--- config.mk ---
export PLATFORM = sky130hd
export DESIGN_NAME = sg_desc_walker
export DESIGN_NICKNAME = d
export VERILOG_FILES = /design/src/rtl/sg_walk_pkg.sv /design/src/rtl/sg_desc_decode.sv /design/src/rtl/sg_ptr_unit.sv /design/src/rtl/sg_walk_fsm.sv /design/src/rtl/sg_desc_walker.sv
export SDC_FILE = /design/constraint.sdc
export NUM_CORES = 1
export LEC_CHECK = 0
export ABC_AREA = 1
export BUFFER_PORTS_ARGS = -buffer_cell sky130_fd_sc_hd__buf_2
export CAP_MARGIN = 20
export CORE_AREA = 2 2 91 128
export CTS_CLUSTER_DIAMETER = 40
export DETAILED_ROUTE_END_ITERATION = 12
export DIE_AREA = 0 0 93 130
export MAX_ROUTING_LAYER = met4
export PLACE_DENSITY = 0.8
export SLEW_MARGIN = 20
export SYNTH_ARGS = -nofsm -noshare
export SYNTH_HDL_FRONTEND = slang
export SYNTH_SLANG_ARGS = --single-unit
export TNS_END_PERCENT = 30
--- constraint.sdc ---
create_clock -name clk -period 2.2 [get_ports clk]
set_input_delay 0 -clock clk [delete_from_list [all_inputs] [get_ports clk]]
set_output_delay 0 -clock clk [all_outputs]
set_load 0.02 [all_outputs]
--- src/rtl/sg_walk_pkg.sv ---
// Package: shared widths, descriptor field positions, FSM state and action codes.
// Assumes the 64-bit descriptor layout given in the brief.
package sg_walk_pkg;
    localparam int ADDR_W   = 32;
    localparam int LEN_W    = 16;
    localparam int BYTES_W  = LEN_W + 1;
    localparam int DESC_W   = 64;
    localparam int ATTR_VALID_BIT = 0;
    localparam int ATTR_END_BIT   = 1;
    localparam int ATTR_ACT_LO    = 4;
    localparam int LEN_LO         = 16;
    localparam int DADDR_LO       = 32;

    typedef enum logic [1:0] {
        ACT_SKIP = 2'b00,
        ACT_RSV  = 2'b01,
        ACT_MOVE = 2'b10,
        ACT_LNK  = 2'b11
    } act_t;

    typedef enum logic [2:0] {
        ST_IDLE,
        ST_FETCH,
        ST_DECODE,
        ST_XFER,
        ST_ADVANCE,
        ST_DONE,
        ST_ERROR
    } walk_state_t;

    typedef struct packed {
        logic [ADDR_W-1:0]  addr;
        logic [BYTES_W-1:0] bytes;
        logic               valid;
        logic               last;
        act_t               act;
    } desc_t;
endpackage

--- src/rtl/sg_desc_decode.sv ---
// Module: sg_desc_decode
// Splits a raw 64-bit descriptor word into its fields. A zero length is
// widened to 65536 bytes. Purely combinational; assumes the bit layout
// of R2. Attribute bits other than valid, end and action are ignored.
module sg_desc_decode
    import sg_walk_pkg::*;
(
    input  logic [DESC_W-1:0] raw,
    output desc_t             fields
);
    logic [LEN_W-1:0] len_field;

    // Field extraction and zero-length widening.
    always_comb begin
        len_field     = raw[LEN_LO +: LEN_W];
        fields.addr   = raw[DADDR_LO +: ADDR_W];
        fields.bytes  = (len_field == '0) ? BYTES_W'(1 << LEN_W)
                                          : {1'b0, len_field};
        fields.valid  = raw[ATTR_VALID_BIT];
        fields.last   = raw[ATTR_END_BIT];
        fields.act    = act_t'(raw[ATTR_ACT_LO +: 2]);
    end
endmodule

--- src/rtl/sg_ptr_unit.sv ---
// Module: sg_ptr_unit
// Holds the address of the current descriptor. A load takes the table
// base with the low ALIGN_BITS cleared; an advance steps by STEP bytes.
// Assumes load and advance are never requested together.
module sg_ptr_unit #(
    parameter int ADDR_W     = 32,
    parameter int ALIGN_BITS = 2,
    parameter int STEP       = 8
) (
    input  logic              clk,
    input  logic              rst_n,
    input  logic              load,
    input  logic [ADDR_W-1:0] load_addr,
    input  logic              advance,
    output logic [ADDR_W-1:0] ptr
);
    localparam logic [ADDR_W-1:0] STEP_V = ADDR_W'(STEP);

    logic [ADDR_W-1:0] base_aligned;

    // Clear alignment bits of the supplied base.
    always_comb begin
        base_aligned = {load_addr[ADDR_W-1:ALIGN_BITS], {ALIGN_BITS{1'b0}}};
    end

    // Pointer register: reset, load aligned base, or step to next entry.
    always_ff @(posedge clk) begin
        if (!rst_n) begin
            ptr <= '0;
        end else if (load) begin
            ptr <= base_aligned;
        end else if (advance) begin
            ptr <= ptr + STEP_V;
        end
    end

    assert_step_size_R4: assert property (@(posedge clk) disable iff (!rst_n)
        (advance && !load) |=> (ptr - $past(ptr)) == STEP_V);
endmodule

--- src/rtl/sg_walk_fsm.sv ---
// Module: sg_walk_fsm
// Sequencer: idle, fetch, decode, transfer, advance, then done or error.
// Holds the latched descriptor and the failing address. Assumes the read
// port answers each request exactly once and the transfer agent acknowledges
// each request exactly once.
module sg_walk_fsm
    import sg_walk_pkg::*;
(
    input  logic              clk,
    input  logic              rst_n,
    input  logic              start,
    input  logic              rd_valid,
    input  desc_t             desc_in,
    input  logic              xfer_done,
    input  logic [ADDR_W-1:0] ptr,
    output logic              load,
    output logic              advance,
    output logic              fetch_active,
    output logic              xfer_active,
    output logic              done_pulse,
    output logic              err_active,
    output logic [ADDR_W-1:0] err_addr,
    output desc_t             desc_q
);
    walk_state_t state_q, state_d;
    logic        accept;
    logic        busy;
    logic        bad_entry;

    // Start is honoured only when no walk is running.
    always_comb begin
        accept = start && (state_q == ST_IDLE || state_q == ST_DONE ||
                           state_q == ST_ERROR);
        busy   = (state_q == ST_FETCH) || (state_q == ST_DECODE) ||
                 (state_q == ST_XFER)  || (state_q == ST_ADVANCE);
        bad_entry = !desc_q.valid ||
                    (desc_q.act != ACT_MOVE && desc_q.act != ACT_SKIP);
    end

    // Next-state selection.
    always_comb begin
        state_d = state_q;
        case (state_q)
            ST_IDLE:    if (accept) state_d = ST_FETCH;
            ST_FETCH:   if (rd_valid) state_d = ST_DECODE;
            ST_DECODE: begin
                if (bad_entry)                 state_d = ST_ERROR;
                else if (desc_q.act == ACT_MOVE) state_d = ST_XFER;
                else if (desc_q.last)          state_d = ST_DONE;
                else                           state_d = ST_ADVANCE;
            end
            ST_XFER:    if (xfer_done) state_d = desc_q.last ? ST_DONE : ST_ADVANCE;
            ST_ADVANCE: state_d = ST_FETCH;
            ST_DONE:    state_d = accept ? ST_FETCH : ST_IDLE;
            ST_ERROR:   if (accept) state_d = ST_FETCH;
            default:    state_d = ST_IDLE;
        endcase
    end

    // State register.
    always_ff @(posedge clk) begin
        if (!rst_n) state_q <= ST_IDLE;
        else        state_q <= state_d;
    end

    // Descriptor latch on read return.
    always_ff @(posedge clk) begin
        if (!rst_n)                              desc_q <= '0;
        else if (state_q == ST_FETCH && rd_valid) desc_q <= desc_in;
    end

    // Capture the address of a rejected entry.
    always_ff @(posedge clk) begin
        if (!rst_n)                                  err_addr <= '0;
        else if (state_q == ST_DECODE && bad_entry)  err_addr <= ptr;
    end

    // State-decoded controls.
    always_comb begin
        load         = accept;
        advance      = (state_q == ST_ADVANCE);
        fetch_active = (state_q == ST_FETCH);
        xfer_active  = (state_q == ST_XFER);
        done_pulse   = (state_q == ST_DONE);
        err_active   = (state_q == ST_ERROR);
    end

    assert_read_hold_R2: assert property (@(posedge clk) disable iff (!rst_n)
        (fetch_active && !rd_valid) |=> (fetch_active && $stable(ptr)));
    assert_xfer_hold_R3: assert property (@(posedge clk) disable iff (!rst_n)
        (xfer_active && !xfer_done) |=> (xfer_active && $stable(desc_q)));
    assert_done_single_R5: assert property (@(posedge clk) disable iff (!rst_n)
        done_pulse |=> !done_pulse);
    assert_err_hold_R9: assert property (@(posedge clk) disable iff (!rst_n)
        (err_active && !start) |=> (err_active && $stable(err_addr)));
    assert_err_clear_R9: assert property (@(posedge clk) disable iff (!rst_n)
        (err_active && start) |=> !err_active);
    assert_busy_ignore_R10: assert property (@(posedge clk) disable iff (!rst_n)
        (busy && start && !advance) |=> $stable(ptr));
endmodule

--- src/rtl/sg_desc_walker.sv ---
// Module: sg_desc_walker (top)
// Walks a list of 64-bit scatter-gather descriptors starting at table_base,
// issuing one transfer per move-data entry until the end-flagged entry or a
// bad entry. Assumes a single-outstanding read port and transfer agent.
module sg_desc_walker
    import sg_walk_pkg::*;
#(
    parameter int ENTRY_BYTES = 8,
    parameter int ALIGN_BITS  = 2
) (
    input  logic               clk,
    input  logic               rst_n,
    input  logic               start,
    input  logic [ADDR_W-1:0]  table_base,
    output logic               rd_en,
    output logic [ADDR_W-1:0]  rd_addr,
    input  logic               rd_valid,
    input  logic [DESC_W-1:0]  rd_data,
    output logic               xfer_req,
    output logic [ADDR_W-1:0]  xfer_addr,
    output logic [BYTES_W-1:0] xfer_len,
    input  logic               xfer_done,
    output logic               done,
    output logic               error,
    output logic [ADDR_W-1:0]  err_addr
);
    logic              load;
    logic              advance;
    logic [ADDR_W-1:0] ptr;
    desc_t             desc_word;
    desc_t             desc_held;

    sg_desc_decode u_decode (
        .raw    (rd_data),
        .fields (desc_word)
    );

    sg_ptr_unit #(
        .ADDR_W     (ADDR_W),
        .ALIGN_BITS (ALIGN_BITS),
        .STEP       (ENTRY_BYTES)
    ) u_ptr (
        .clk       (clk),
        .rst_n     (rst_n),
        .load      (load),
        .load_addr (table_base),
        .advance   (advance),
        .ptr       (ptr)
    );

    sg_walk_fsm u_fsm (
        .clk          (clk),
        .rst_n        (rst_n),
        .start        (start),
        .rd_valid     (rd_valid),
        .desc_in      (desc_word),
        .xfer_done    (xfer_done),
        .ptr          (ptr),
        .load         (load),
        .advance      (advance),
        .fetch_active (rd_en),
        .xfer_active  (xfer_req),
        .done_pulse   (done),
        .err_active   (error),
        .err_addr     (err_addr),
        .desc_q       (desc_held)
    );

    // Transfer request fields come from the latched descriptor.
    always_comb begin
        rd_addr   = ptr;
        xfer_addr = desc_held.addr;
        xfer_len  = desc_held.bytes;
    end

    assert_ports_exclusive_R13: assert property (@(posedge clk) disable iff (!rst_n)
        !(rd_en && xfer_req));
    assert_read_aligned_R1: assert property (@(posedge clk) disable iff (!rst_n)
        rd_en |-> (rd_addr[ALIGN_BITS-1:0] == '0));
endmodule

==> summary.md <==
| Metric | Value |
|---|---|
| Run status | `completed` |
| Post-synth top flop | `dfxtp_1` |
| Number of synthesized flops with an enable pin | `0` |
| Global-route wire length before repair | `27,500 um` |
| RSZ-0062 raised after global routing | `no` |
| Area of the multi-input gates | `2530 sq um` |
| Worst hold path class | `input port to register` |
| Row count | `46` |
| Largest family of logic cells by synthesized area | `simple AND/OR/NAND/NOR gates` |
| Register area share after synthesis | `41.1%` |
| Hold Vio Cnt, Final | `0` |
| Pwr/cell area | `1160 nW/um^2` |
| Die height | `130 um` |
| Reg area | `2320 sq um` |
| Largest net degree at the start of global routing | `54` |
| Routed len/inst | `14.8 um` |
| Avg Inst Size Synth | `6.85 sq um` |
| Non-filler cells, final | `1,198` |
| Seq cells post-synth | `116` |
| Final GP Congestion | `0.932` |
| 1st-pass router iterations | `5` |
| Aggregate negative setup slack | `0 ns` |
| Synthesis Warnings | `0` |
| # Max-Cap Violations | `0` |
| Synthesized cell area | `5650 sq um` |
| Clock root buffer | `clkbuf_16` |
| Fillers | `935` |
| WS Path Type | `register to register` |
| Number of I/O pins | `218` |
| Synth Area in Compound Gates | `14.4%` |
| # DRC | `0` |
| CP max-delay cell | `dfxtp_1` |
| Max FO, Critical Path | `6` |
| Post-synthesis mux area share | `0%` |
| R2R setup slack | `0.36 ns` |
| FFs w/ async S/R, synth | `0%` |
| Vias in the first global route | `5,731` |
| CTS clk-pin slew, worst paths | `0.06 ns` |
| Final Skew | `0.00651 ns` |
| Clk buf depth | `2` |
| Critical path's top delay family | `simple AND/OR/NAND/NOR gates` |
| Wirelength, routed | `17,700 um` |
| CP arrival | `2.10 ns` |
| TritonCTS clock tree | `done` |
| Fin util | `69.5%` |
| WP buf/inv | `0` |
| Slew Viols, Final | `0` |
| Post-Synth Adder-Cell Area | `0.221%` |
| # H-tree levels | `4` |
| Commonest non-fill, non-tap cell in the layout | `buf_2` |
| CTS Buf Count | `17` |
| Slew at the pin closest to its max-slew limit | `0.870 ns` |
| Top cell by count, worst path | `nand2_1` |
| Crit-path cells | `ha_1, nand2_1, nor2_2, nand2_1, nor2_1, nand2_1, nand3_1, nand2_1, nor2_1, nor2_1` |
| Crit. End Element | `register` |
| Worst path required time | `2.46 ns` |
| Post-route cell area | `7680 sq um` |
| Overall routing resource usage | `29.8%` |
| Fmax | `545 MHz` |
| Final period util | `83.4%` |
| Hpwl dp | `11,500 um` |
| Setup violators final | `0` |
| Share of post-route cells with drive strength above 1 | `24.3%` |
| Max incr delay on CP | `0.41 ns` |
| Startpoint Class | `register` |
| Die footprint | `12,100 sq um` |
| Initial antenna violation count | `0` |
| Remaining antenna violation count | `0` |
| Sink Count | `116` |
| Vias/cell | `5.12` |
| N_diodes | `0` |
| Peak VDD IR | `0.540 mV` |
| Starting DRC count in detailed routing | `347` |
| Die width | `93 um` |
| Core Area | `11,100 sq um` |
| Simple-gate share of the synthesized area | `29.3%` |
| Total gr overflow | `0` |
| Most frequent cells in the layout | `buf_2 (199), nand2_1 (180), nor2_1 (150), dfxtp_1 (116), dlygate4sd3_1 (79)` |
| Layout area overhead | `35.9%` |
| XOR/XNOR Fraction of Synth Area | `0.620%` |
| Port-buffer cells | `199` |
| # Post-CTS Setup Buffers | `0` |
| Final total power | `8.90 mW` |
| Via count | `6,131` |
| Nets@finish | `1,145` |
| Placed Cells incl. Taps | `1,089` |
| Unique cell type count in the Yosys netlist | `37` |
| Clock latency at the later pin of the worst-skew pair | `0.41 ns` |
| Synth Instances | `825` |
| Relative slew slack | `41.9%` |
| Crit path time final | `1.84 ns` |
| Leak | `3.58 nW` |
| Post-DP Area | `6340 sq um` |
| Initial Util | `51.2%` |
-- layout make-up --
type / count / area share (%)
Sequential cell: 116 / 30.2
Clock buffer: 19 / 5.76
Clock inverter: 11 / 1.47
Multi-Input combinational cell: 564 / 33.0
Tap cell: 144 / 2.34
Inverter: 59 / 2.95
Timing Repair Buffer: 285 / 24.3
-- kinds of logic after synthesis --
| group | after synthesis |
|---|---|
| xor gates and xnor gates | 4 |
| other | 1 |
| and+or+nand+nor | 397 |
| AOI/OAI and AO/OA | 158 |
| DFF | 116 |
| buffers and inverters | 148 |
| adders and majority gates | 1 |
-- worst paths after layout --
path                                    to                     startpoint  cells past startpoint
min reg2reg  u_fsm.desc_q[13]$_SDFFE_PN0P_  u_fsm.desc_q[13]$_SDFFE_PN0P_                      2
max             u_ptr.ptr[17]$_SDFFE_PN0P_      u_ptr.ptr[3]$_SDFFE_PN0P_                     10
min             u_ptr.ptr[25]$_SDFFE_PN0P_                 table_base[25]                      6
max reg2reg     u_ptr.ptr[17]$_SDFFE_PN0P_      u_ptr.ptr[3]$_SDFFE_PN0P_                     10
-- report_power, final --
group | switching (mW) | leakage [nW] | internal, mW
Sequential | 0.423 | 0.947 | 2.64
Combinational | 2.14 | 2.36 | 1.09
Clock | 0.946 | 0.270 | 1.67
Total | 3.51 | 3.58 | 5.40
-- repair_timing --
item,4_1_cts,5_1_grt
setup endpoints to repair,0,0
gates resized for setup,0,0
hold buffers,79,0
endpoints found under the hold margin,79,0
-- worst reg2reg max path: stages, from the launching register on --
cell and delay, ns:
dfxtp_1 0.41, ha_1 0.21, nand2_1 0.10, nor2_2 0.13
nand2_1 0.19, nor2_1 0.29, nand2_1 0.08, nand3_1 0.07
nand2_1 0.06, nor2_1 0.10, nor2_1 0.04
-- state kept, by name, summed over array words and instances, names as in the netlist --
name,count
u_fsm.desc_q,53
u_fsm.err_addr,30
u_fsm.state_q,3
u_ptr.ptr,30
-- cell usage after synthesis, types with 2 or more instances --
library cell	count	area, sq um
nor2_2	4	25.0
nand3_1	31	155
nand2_4	2	22.5
buf_4	57	428
dfxtp_1	116	2320
buf_2	10	50.1
a21oi_1	61	305
nor4_1	2	12.5
xor2_1	3	26.3
o21ai_0	76	380
a31oi_1	11	68.8
nand2_2	3	18.8
clkbuf_1	18	67.6
nor2_1	151	567
nand4_1	5	31.3
o21ai_1	7	35.0
nand2_1	180	676
inv_1	49	184
clkinv_1	2	7.51
nand3b_1	12	90.1
inv_2	7	26.3
buf_6	3	33.8
-- stage by stage --
stage | hold slack [ns] | worst slack [ns]
after global placement | 0.251 | 0.419
final | 0.0240 | 0.365
after floorplan | 0.143 | 0.507
after global routing | 0.0408 | 0.152
after CTS | 0.0125 | 0.375
after detailed placement | 0.256 | 0.383
-- routing by layer --
metal	routed length (um)	track usage [%]	vias to the layer above
li1	-	-	3033
met1	6630	31.3	2783
met4	568	14.1	0
met5	0	-	-
met2	9350	53.5	263
met3	1150	5.89	52
Power figures use the tool's default switching activity.
